===== src/rtl/drc_pkg.sv =====
package drc_pkg;

  typedef enum logic [1:0] {
    VOTE_NONE  = 2'b00,
    VOTE_EARLY = 2'b01,
    VOTE_LATE  = 2'b10
  } vote_e;

  // Edge position among three samples of one bit.
  function automatic vote_e classify(input logic e, input logic m, input logic l);
    if ((e != m) && (l == m))      return VOTE_EARLY;
    else if ((l != m) && (e == m)) return VOTE_LATE;
    else                           return VOTE_NONE;
  endfunction

endpackage


===== src/rtl/drc_phase_detect.sv =====
module drc_phase_detect
  import drc_pkg::*;
(
  input  logic  in_valid,
  input  logic  samp_early,
  input  logic  samp_mid,
  input  logic  samp_late,
  output vote_e vote,
  output logic  bit_valid,
  output logic  bit_data
);

  always_comb begin
    bit_valid = in_valid;
    bit_data  = samp_mid;
    vote      = in_valid ? classify(samp_early, samp_mid, samp_late) : VOTE_NONE;
  end

endmodule


===== src/rtl/drc_loop_filter.sv =====
module drc_loop_filter
  import drc_pkg::*;
#(
  parameter int WINDOW = 8,
  parameter int THRESH = 2
) (
  input  logic  clk,
  input  logic  rst_n,
  input  vote_e vote,
  output logic  step_later,
  output logic  step_earlier
);

  localparam int WIN_W = (WINDOW > 1) ? $clog2(WINDOW) : 1;
  localparam int ACC_W = $clog2(WINDOW + 1) + 1;
  localparam logic signed [ACC_W-1:0] POS_T = ACC_W'(THRESH);
  localparam logic signed [ACC_W-1:0] NEG_T = -POS_T;
  localparam logic [WIN_W-1:0] LAST_POS = WIN_W'(WINDOW - 1);

  logic [WIN_W-1:0]        win_pos;
  logic signed [ACC_W-1:0] acc_q;
  logic signed [ACC_W-1:0] delta;
  logic signed [ACC_W-1:0] acc_next;
  logic                    window_end;

  always_comb begin
    unique case (vote)
      VOTE_EARLY: delta = ACC_W'(1);
      VOTE_LATE:  delta = -ACC_W'(1);
      default:    delta = '0;
    endcase
    acc_next   = acc_q + delta;
    window_end = (win_pos == LAST_POS);
  end

  always_ff @(posedge clk) begin
    if (!rst_n) begin
      win_pos      <= '0;
      acc_q        <= '0;
      step_later   <= 1'b0;
      step_earlier <= 1'b0;
    end else begin
      step_later   <= window_end && (acc_next >= POS_T);
      step_earlier <= window_end && (acc_next <= NEG_T);
      if (window_end) begin
        win_pos <= '0;
        acc_q   <= '0;
      end else begin
        win_pos <= win_pos + WIN_W'(1);
        acc_q   <= acc_next;
      end
    end
  end

endmodule


===== src/rtl/drc_deser.sv =====
module drc_deser #(
  parameter int LANES = 4
) (
  input  logic             clk,
  input  logic             rst_n,
  input  logic             bit_valid,
  input  logic             bit_data,
  output logic             word_valid,
  output logic [LANES-1:0] word_data
);

  localparam int IDX_W = (LANES > 1) ? $clog2(LANES) : 1;
  localparam logic [IDX_W-1:0] LAST_IDX = IDX_W'(LANES - 1);

  logic [IDX_W-1:0] idx;
  logic [LANES-1:0] lane_q;
  logic [LANES-1:0] full_word;
  logic             last_bit;

  assign last_bit = bit_valid && (idx == LAST_IDX);

  for (genvar g = 0; g < LANES; g++) begin : g_lane
    always_ff @(posedge clk) begin
      if (!rst_n)
        lane_q[g] <= 1'b0;
      else if (bit_valid && (idx == IDX_W'(g)))
        lane_q[g] <= bit_data;
    end
    assign full_word[g] = (idx == IDX_W'(g)) ? bit_data : lane_q[g];
  end

  always_ff @(posedge clk) begin
    if (!rst_n) begin
      idx        <= '0;
      word_valid <= 1'b0;
      word_data  <= '0;
    end else begin
      word_valid <= last_bit;
      if (last_bit) begin
        word_data <= full_word;
        idx       <= '0;
      end else if (bit_valid) begin
        idx <= idx + IDX_W'(1);
      end
    end
  end

endmodule


===== src/rtl/drc_tracking_top.sv =====
module drc_tracking_top
  import drc_pkg::*;
#(
  parameter int LANES  = 4,
  parameter int WINDOW = 8,
  parameter int THRESH = 2
) (
  input  logic             clk,
  input  logic             rst_n,
  input  logic             in_valid,
  input  logic             samp_early,
  input  logic             samp_mid,
  input  logic             samp_late,
  output logic             word_valid,
  output logic [LANES-1:0] word_data,
  output logic             step_later,
  output logic             step_earlier
);

  vote_e vote;
  logic  bit_valid;
  logic  bit_data;

  drc_phase_detect u_pd (
    .in_valid   (in_valid),
    .samp_early (samp_early),
    .samp_mid   (samp_mid),
    .samp_late  (samp_late),
    .vote       (vote),
    .bit_valid  (bit_valid),
    .bit_data   (bit_data)
  );

  drc_loop_filter #(.WINDOW(WINDOW), .THRESH(THRESH)) u_lf (
    .clk          (clk),
    .rst_n        (rst_n),
    .vote         (vote),
    .step_later   (step_later),
    .step_earlier (step_earlier)
  );

  drc_deser #(.LANES(LANES)) u_des (
    .clk        (clk),
    .rst_n      (rst_n),
    .bit_valid  (bit_valid),
    .bit_data   (bit_data),
    .word_valid (word_valid),
    .word_data  (word_data)
  );

endmodule


===== config.mk =====
export PLATFORM = sky130hd
export DESIGN_NAME = drc_tracking_top
export DESIGN_NICKNAME = d
export VERILOG_FILES = /design/src/rtl/drc_pkg.sv /design/src/rtl/drc_phase_detect.sv /design/src/rtl/drc_loop_filter.sv /design/src/rtl/drc_deser.sv /design/src/rtl/drc_tracking_top.sv
export SDC_FILE = /design/constraint.sdc
export NUM_CORES = 1
export LEC_CHECK = 0
export BUFFER_PORTS_ARGS = -buffer_cell sky130_fd_sc_hd__buf_2
export CAP_MARGIN = 15
export CORE_UTILIZATION = 44
export DETAILED_ROUTE_END_ITERATION = 7
export HOLD_SLACK_MARGIN = 0.15
export PLACE_DENSITY = 0.66
export REMOVE_ABC_BUFFERS = 1
export SLEW_MARGIN = 10
export SYNTH_ARGS = -nofsm -noshare
export SYNTH_HDL_FRONTEND = slang
export SYNTH_SLANG_ARGS = --single-unit

===== constraint.sdc =====
create_clock -name clk -period 2.73 [get_ports clk]
set_input_delay 0.546 -clock clk [delete_from_list [all_inputs] [get_ports clk]]
set_output_delay 0.546 -clock clk [all_outputs]
set_load 0.05 [all_outputs]

# After elaboration in Yosys (flattened, before gate mapping)
# Cells that the tools add are included.
# op_classes
add_sub_neg	3
mul	0
div	0
order_cmp	2
eq_ne	10
shift	0
mux	8
bitwise_logic	1
n_reduce_logical	11
# op_table
operator	count
5-bit case mux with 2 select lines	1
1-bit logical AND	8
2-bit == test, second input constant	3
2-bit two-way mux	3
5-bit adder	1
5-bit by 3-bit greater-or-equal comparator with 1-bit output, second input constant	1
5-bit by 2-bit less-or-equal comparator with 1-bit output, second input constant	1
2-bit by 1-bit == test with 1-bit output, second input constant	2
1-bit two-way mux	4
2-bit OR reduction	2
3-bit by 1-bit adder with 3-bit output, second input constant	1
3-bit == test, second input constant	1
2-bit by 1-bit adder with 2-bit output, second input constant	1
1-bit == test	2
2-bit logical NOT	1
1-bit != test	2
1-bit inverter	1
# word_totals
regBits	21
latchBits	0
mem_bits_rw	0
rom_bits	0
input_bits	6
elab_cells	46
n_memories	0

# Depth between registers and ports, before layout
# depth
ltp_word	10
depth_mapped	13
depth_no_buf	12

# By module
# From an unflattened synthesis, not the netlist that was laid out.
# hier_totals
hier_cells	110
hier_area_um2	1119.8
# by_module_without_submodules
mod	instances	cells_each	area_each_um2	seq_area_each_um2
drc_loop_filter	1	60	601.8	200.2
drc_deser	1	42	466.7	200.2
drc_phase_detect	1	8	51.3	0.0

# Worst setup path before layout
# No wires, ideal clock.
# synth_path
kind	input port to flip-flop
from	input port samp_mid
to	register u_lf.step_later
setup_ns	0.122
arrival_ns	2.454
required_time_ns	2.608
path_slack_ns	0.155
stages	12
cell_sequence	clkbuf_1 -> nand2_1 -> o21ai_0 -> nand2_1 -> ha_1 -> inv_1 -> ha_1 -> a211oi_2 -> a21oi_1 -> a22oi_2 -> xnor2_1 -> o311a_1
# synth_between
elab_chain_cells	10
elab_cells_between_ends	15
classes_between	add/sub: 1; order compare: 1; eq/ne: 6; mux: 4; reduce/logical: 3
# synth_lines
element	line	rtl
start: declaration	drc_tracking_top.sv:12	input logic samp_mid,
1-bit != test / 1-bit == test (equally long branches)	drc_pkg.sv:12	else if ((l != m) && (e == m)) return VOTE_LATE;
1-bit logical AND	drc_pkg.sv:12	
2-bit two-way mux	drc_pkg.sv:12	
2-bit two-way mux *	drc_pkg.sv:11	if ((e != m) && (l == m)) return VOTE_EARLY;
2-bit two-way mux *	drc_phase_detect.sv:16	vote = in_valid ? classify(samp_early, samp_mid, samp_late) : VOTE_NONE;
2-bit == test / 2-bit by 1-bit == test with 1-bit output (equally long branches)	drc_loop_filter.sv:27	unique case (vote)
5-bit case mux with 2 select lines *	drc_loop_filter.sv:27	
5-bit adder *	drc_loop_filter.sv:32	acc_next = acc_q + delta;
5-bit by 3-bit greater-or-equal comparator with 1-bit output *	drc_loop_filter.sv:43	step_later <= window_end && (acc_next >= POS_T);
1-bit logical AND *	drc_loop_filter.sv:43	
end signal: assignment	drc_loop_filter.sv:43	
end: declaration	drc_loop_filter.sv:10	output logic step_later,
# Mark *: on every way between the ends. The rest lies on a longest branch, timed or not.
# A chain may end at the register's enable or synchronous reset.

# Worst setup path after layout
# Same ends and word-level chain as after synthesis.

==> flow_results.xml <==
<?xml version="1.0" encoding="UTF-8"?>
<metrics>
  <group name="run_status">
    <metric name="status" unit="">finished clean</metric>
  </group>
  <group name="route">
    <metric name="num_vias" unit="">770</metric>
    <metric name="remaining_antenna_violation_count_after_routing" unit="">0</metric>
    <metric name="detail_route.wl_per_cell" unit="um">10.2</metric>
    <metric name="routed_wl" unit="mm">1.57</metric>
    <metric name="drt-pass1-iter-count" unit="">4</metric>
    <metric name="remaining_drc_errors" unit="">0</metric>
    <metric name="vias_per_cell" unit="">5.00</metric>
    <metric name="drt_iter0_drc" unit="">16</metric>
  </group>
  <group name="critical_path">
    <metric name="critical-path-max-stage-delay" unit="ns">0.27</metric>
    <metric name="regToRegStartpoint" unit="">u_lf.acc_q[1]$_SDFF_PP0_</metric>
    <metric name="worst-setup-path-type" unit="">in2reg</metric>
    <metric name="cp_top_family" unit="">adder cells</metric>
    <metric name="critical_path.endpoint_type" unit="">register</metric>
    <metric name="cp_startpoint_kind" unit="">input pin</metric>
    <metric name="critical_path.cell_chain" unit="">buf_2, nor2_1, nand2_1, o21ai_0, and2_1, ha_1, inv_1, ha_1, ha_1, nor4_1, nor3_1, xnor2_1, o311a_1</metric>
    <metric name="cp_slowest_cell" unit="">ha_1</metric>
    <metric name="worst_ep_arrival_time" unit="ns">2.55</metric>
    <metric name="critical_path.n_buffers_inverters" unit="">2</metric>
    <metric name="cells_on_worst_reg2reg_path" unit="">6</metric>
    <metric name="critical_path_required" unit="ns">2.97</metric>
    <metric name="crit_fanout" unit="">5</metric>
    <metric name="timing.reg2reg.setup_slack" unit="ns">1.07</metric>
    <metric name="r2r-end" unit="">u_lf.step_later$_SDFF_PN0_</metric>
    <metric name="cp_common_cell" unit="">ha_1</metric>
  </group>
  <group name="flow_run">
    <metric name="number_of_max_cap_violations" unit="">0</metric>
  </group>
  <group name="yosys">
    <metric name="ys_ff_latch" unit="">20</metric>
    <metric name="synth_seq_area_share" unit="%">39.6</metric>
    <metric name="netlist-cell-type-count" unit="">29</metric>
    <metric name="yosys_warnings" unit="">0</metric>
    <metric name="synth_cells" unit="">111</metric>
    <metric name="synthesis.area" unit="sq mm">0.00101</metric>
    <metric name="syn_avg_cell_area" unit="sq um">9.12</metric>
  </group>
  <group name="clocking">
    <metric name="postCtsSetupBuffers" unit="">0</metric>
    <metric name="postCtsResizedCells" unit="">0</metric>
    <metric name="holdBufCountCts" unit="">0</metric>
    <metric name="htree_num_levels" unit="">1</metric>
    <metric name="clockBufferDepth" unit="">2</metric>
    <metric name="cts_sinks" unit="">20</metric>
    <metric name="cts_tree" unit="">done</metric>
    <metric name="root_buffer" unit="">clkbuf_4</metric>
    <metric name="clk_pin_slew" unit="ns">0.10</metric>
    <metric name="worstSkewPairLatency" unit="ns">0.29</metric>
    <metric name="tritoncts.num_buffers" unit="">3</metric>
  </group>
  <group name="timing">
    <metric name="layout_min_cycle_time" unit="ns">2.30</metric>
    <metric name="clock.fmax" unit="MHz">434</metric>
    <metric name="grt_setup_unrepaired" unit="">false</metric>
    <metric name="finalSetupTns" unit="ns">0</metric>
    <metric name="setup_viol" unit="">0</metric>
    <metric name="final_hold_viol_count" unit="">0</metric>
    <metric name="max_slew_headroom" unit="%">82.2</metric>
    <metric name="final_critical_path_share_of_the_clock_period" unit="%">84.4</metric>
    <metric name="timing.clock.skew" unit="ns">0.00567</metric>
    <metric name="tightest_slew" unit="ns">0.265</metric>
    <metric name="timing.final.max_slew_violations" unit="">0</metric>
  </group>
  <group name="global_routing">
    <metric name="grt.total_usage" unit="%">14.5</metric>
    <metric name="first_global_vias" unit="">691</metric>
    <metric name="pin_count_of_the_biggest_net_entering_global_routing" unit="">12</metric>
    <metric name="grt_first_pass_wirelength" unit="mm">2.73</metric>
    <metric name="globalRouteOverflowTotal" unit="">0</metric>
    <metric name="grt_antenna_before_repair" unit="">0</metric>
  </group>
  <group name="placed_design">
    <metric name="place_congestion" unit="">0.672</metric>
    <metric name="io_buffer_count" unit="">12</metric>
    <metric name="place.detailed.hpwl" unit="mm">1.23</metric>
  </group>
  <group name="die">
    <metric name="fp.coreArea" unit="sq mm">0.00219</metric>
    <metric name="die_width" unit="um">50.0</metric>
    <metric name="std_cell_rows" unit="">17</metric>
    <metric name="die-area" unit="sq mm">0.00250</metric>
    <metric name="initial_core_util" unit="%">46.2</metric>
    <metric name="die_h" unit="um">50.0</metric>
    <metric name="io_pins" unit="">13</metric>
  </group>
  <group name="min_path">
    <metric name="holdCritStartpoint" unit="">u_lf.win_pos[0]$_SDFF_PP0_</metric>
    <metric name="min_delay_path_depth" unit="">1</metric>
    <metric name="min_path_type" unit="">reg2reg</metric>
    <metric name="whs_endpoint" unit="">u_lf.win_pos[0]$_SDFF_PP0_</metric>
  </group>
  <group name="power_and_ir_drop">
    <metric name="total_leakage_power" unit="nW">0.532</metric>
    <metric name="powerDensity" unit="mW/mm^2">517</metric>
    <metric name="totalPowerFinal" unit="W">0.000588</metric>
    <metric name="ir_worst_vdd" unit="mV">0.362</metric>
  </group>
  <group name="finish">
    <metric name="nets" unit="">143</metric>
    <metric name="drive_gt1_share" unit="%">18.3</metric>
    <metric name="area_growth_syn_to_layout" unit="%">12.2</metric>
    <metric name="antenna_cells" unit="">0</metric>
  </group>
</metrics>
where the power goes:
| part | leakage, nW | switching, W | internal (W) |
|---|---|---|---|
| combinational | 0.348 | 0.0000528 | 0.0000469 |
| clock | 0.0210 | 0.0000843 | 0.0000813 |
| sequential | 0.163 | 0.0000138 | 0.000309 |
Yosys cell counts:
master,instances,share of area [%]
a21oi_1,3,1.5
and2_2,2,1.5
o21ai_0,5,2.5
nor3_1,1,0.49
o22ai_1,1,0.62
nor2_1,6,2.2
ha_1,10,12
dfxtp_1,20,40
o31ai_1,1,0.74
a211oi_1,1,0.74
a22oi_2,1,1.2
a211oi_2,1,1.2
o311a_1,1,0.99
clkdlybuf4s50_2,1,1.1
nand3_1,4,2.0
xor2_1,3,2.6
a22o_1,1,0.87
buf_6,1,1.1
nor4_1,1,0.62
nand2_1,18,6.7
and2b_1,1,0.74
clkbuf_1,2,0.74
and3_1,1,0.62
a21boi_0,3,2.2
mux2i_1,4,4.0
xnor2_1,4,3.5
nand2b_1,3,1.9
and2_1,7,4.3
inv_1,4,1.5
metrics by stage:
step	instance area, sq um	util (%)	hold slack (ns)	setup slack, ns	cells
after floorplan	982	-	0.398	0.394	107
after global placement	1100	50.2	0.417	0.167	150
after detailed placement	1100	50.2	0.421	0.125	150
after CTS	1140	51.9	0.440	0.436	154
after global routing	1140	51.9	0.463	0.245	154
final	1140	51.9	0.433	0.426	154
worst reg2reg max path, cell delays in order (launching register included):
cell	delay [ns]
dfxtp_1	0.47
xor2_1	0.11
ha_1	0.23
nor4_1	0.23
nor3_1	0.09
xnor2_1	0.27
o311a_1	0.20
state kept, by name, indices dropped and copies added, names as in the netlist:
name	count
u_des.word_valid	1
u_lf.win_pos	3
u_lf.step_earlier	1
u_lf.step_later	1
u_lf.acc_q	5
u_des.idx	2
u_des.lane_q	3
u_des.word_data	4
final cells by class:
| type | count | area [sq um] |
|---|---|---|
| Fill cell | 210 | 1050 |
| Multi-Input combinational cell | 83 | 567 |
| Tap cell | 28 | 35.0 |
| Clock buffer | 4 | 36.3 |
| Sequential cell | 20 | 400 |
| Inverter | 4 | 15.0 |
| Timing Repair Buffer | 15 | 82.6 |
worst max path at each step:
stage	from	end	slack [ns]	depth (start not counted)
final	samp_mid	u_lf.step_later$_SDFF_PN0_	0.43	13
after CTS	samp_mid	u_lf.step_later$_SDFF_PN0_	0.44	13
after global placement	samp_mid	u_lf.step_later$_SDFF_PN0_	0.17	13
after global routing	samp_mid	u_lf.step_later$_SDFF_PN0_	0.25	13
after floorplan	samp_mid	u_lf.step_later$_SDFF_PN0_	0.39	12
after detailed placement	samp_mid	u_lf.step_later$_SDFF_PN0_	0.13	13
logic make-up (layout without fill, tap and decap cells):
kind of cell,count (synthesis),count (layout),share of synthesized area (%)
simple gates,44,44,21.0
flops,20,20,39.6
compound gates,18,18,12.6
fa+ha+maj,10,10,12.4
buf+inv,8,23,4.45
xor+xnor,7,7,6.06
mux,4,4,3.96
layer usage:
layer  GRT usage [%]  vias to the layer above  share of wire (%)  wire, um
li1                -                      404                  -         -
met1            16.4                      357                 49       775
met2            24.3                        5                 47       733
met3            2.78                        4                1.5        23
met4            10.0                        0                2.5        40
met5               0                        -                  0         0
cells in the final DEF, fill, tap and decap left out, drive strengths merged, types with 4 or more instances in the layout:
master and count:
mux2i 4, nand2 18, buf 15, o21ai 5, xnor2 4, nor2 6, nand3 4, inv 4
clkbuf 4, dfxtp 20, and2 9, ha 10
Note: power is estimated with default switching activity, not from simulation.
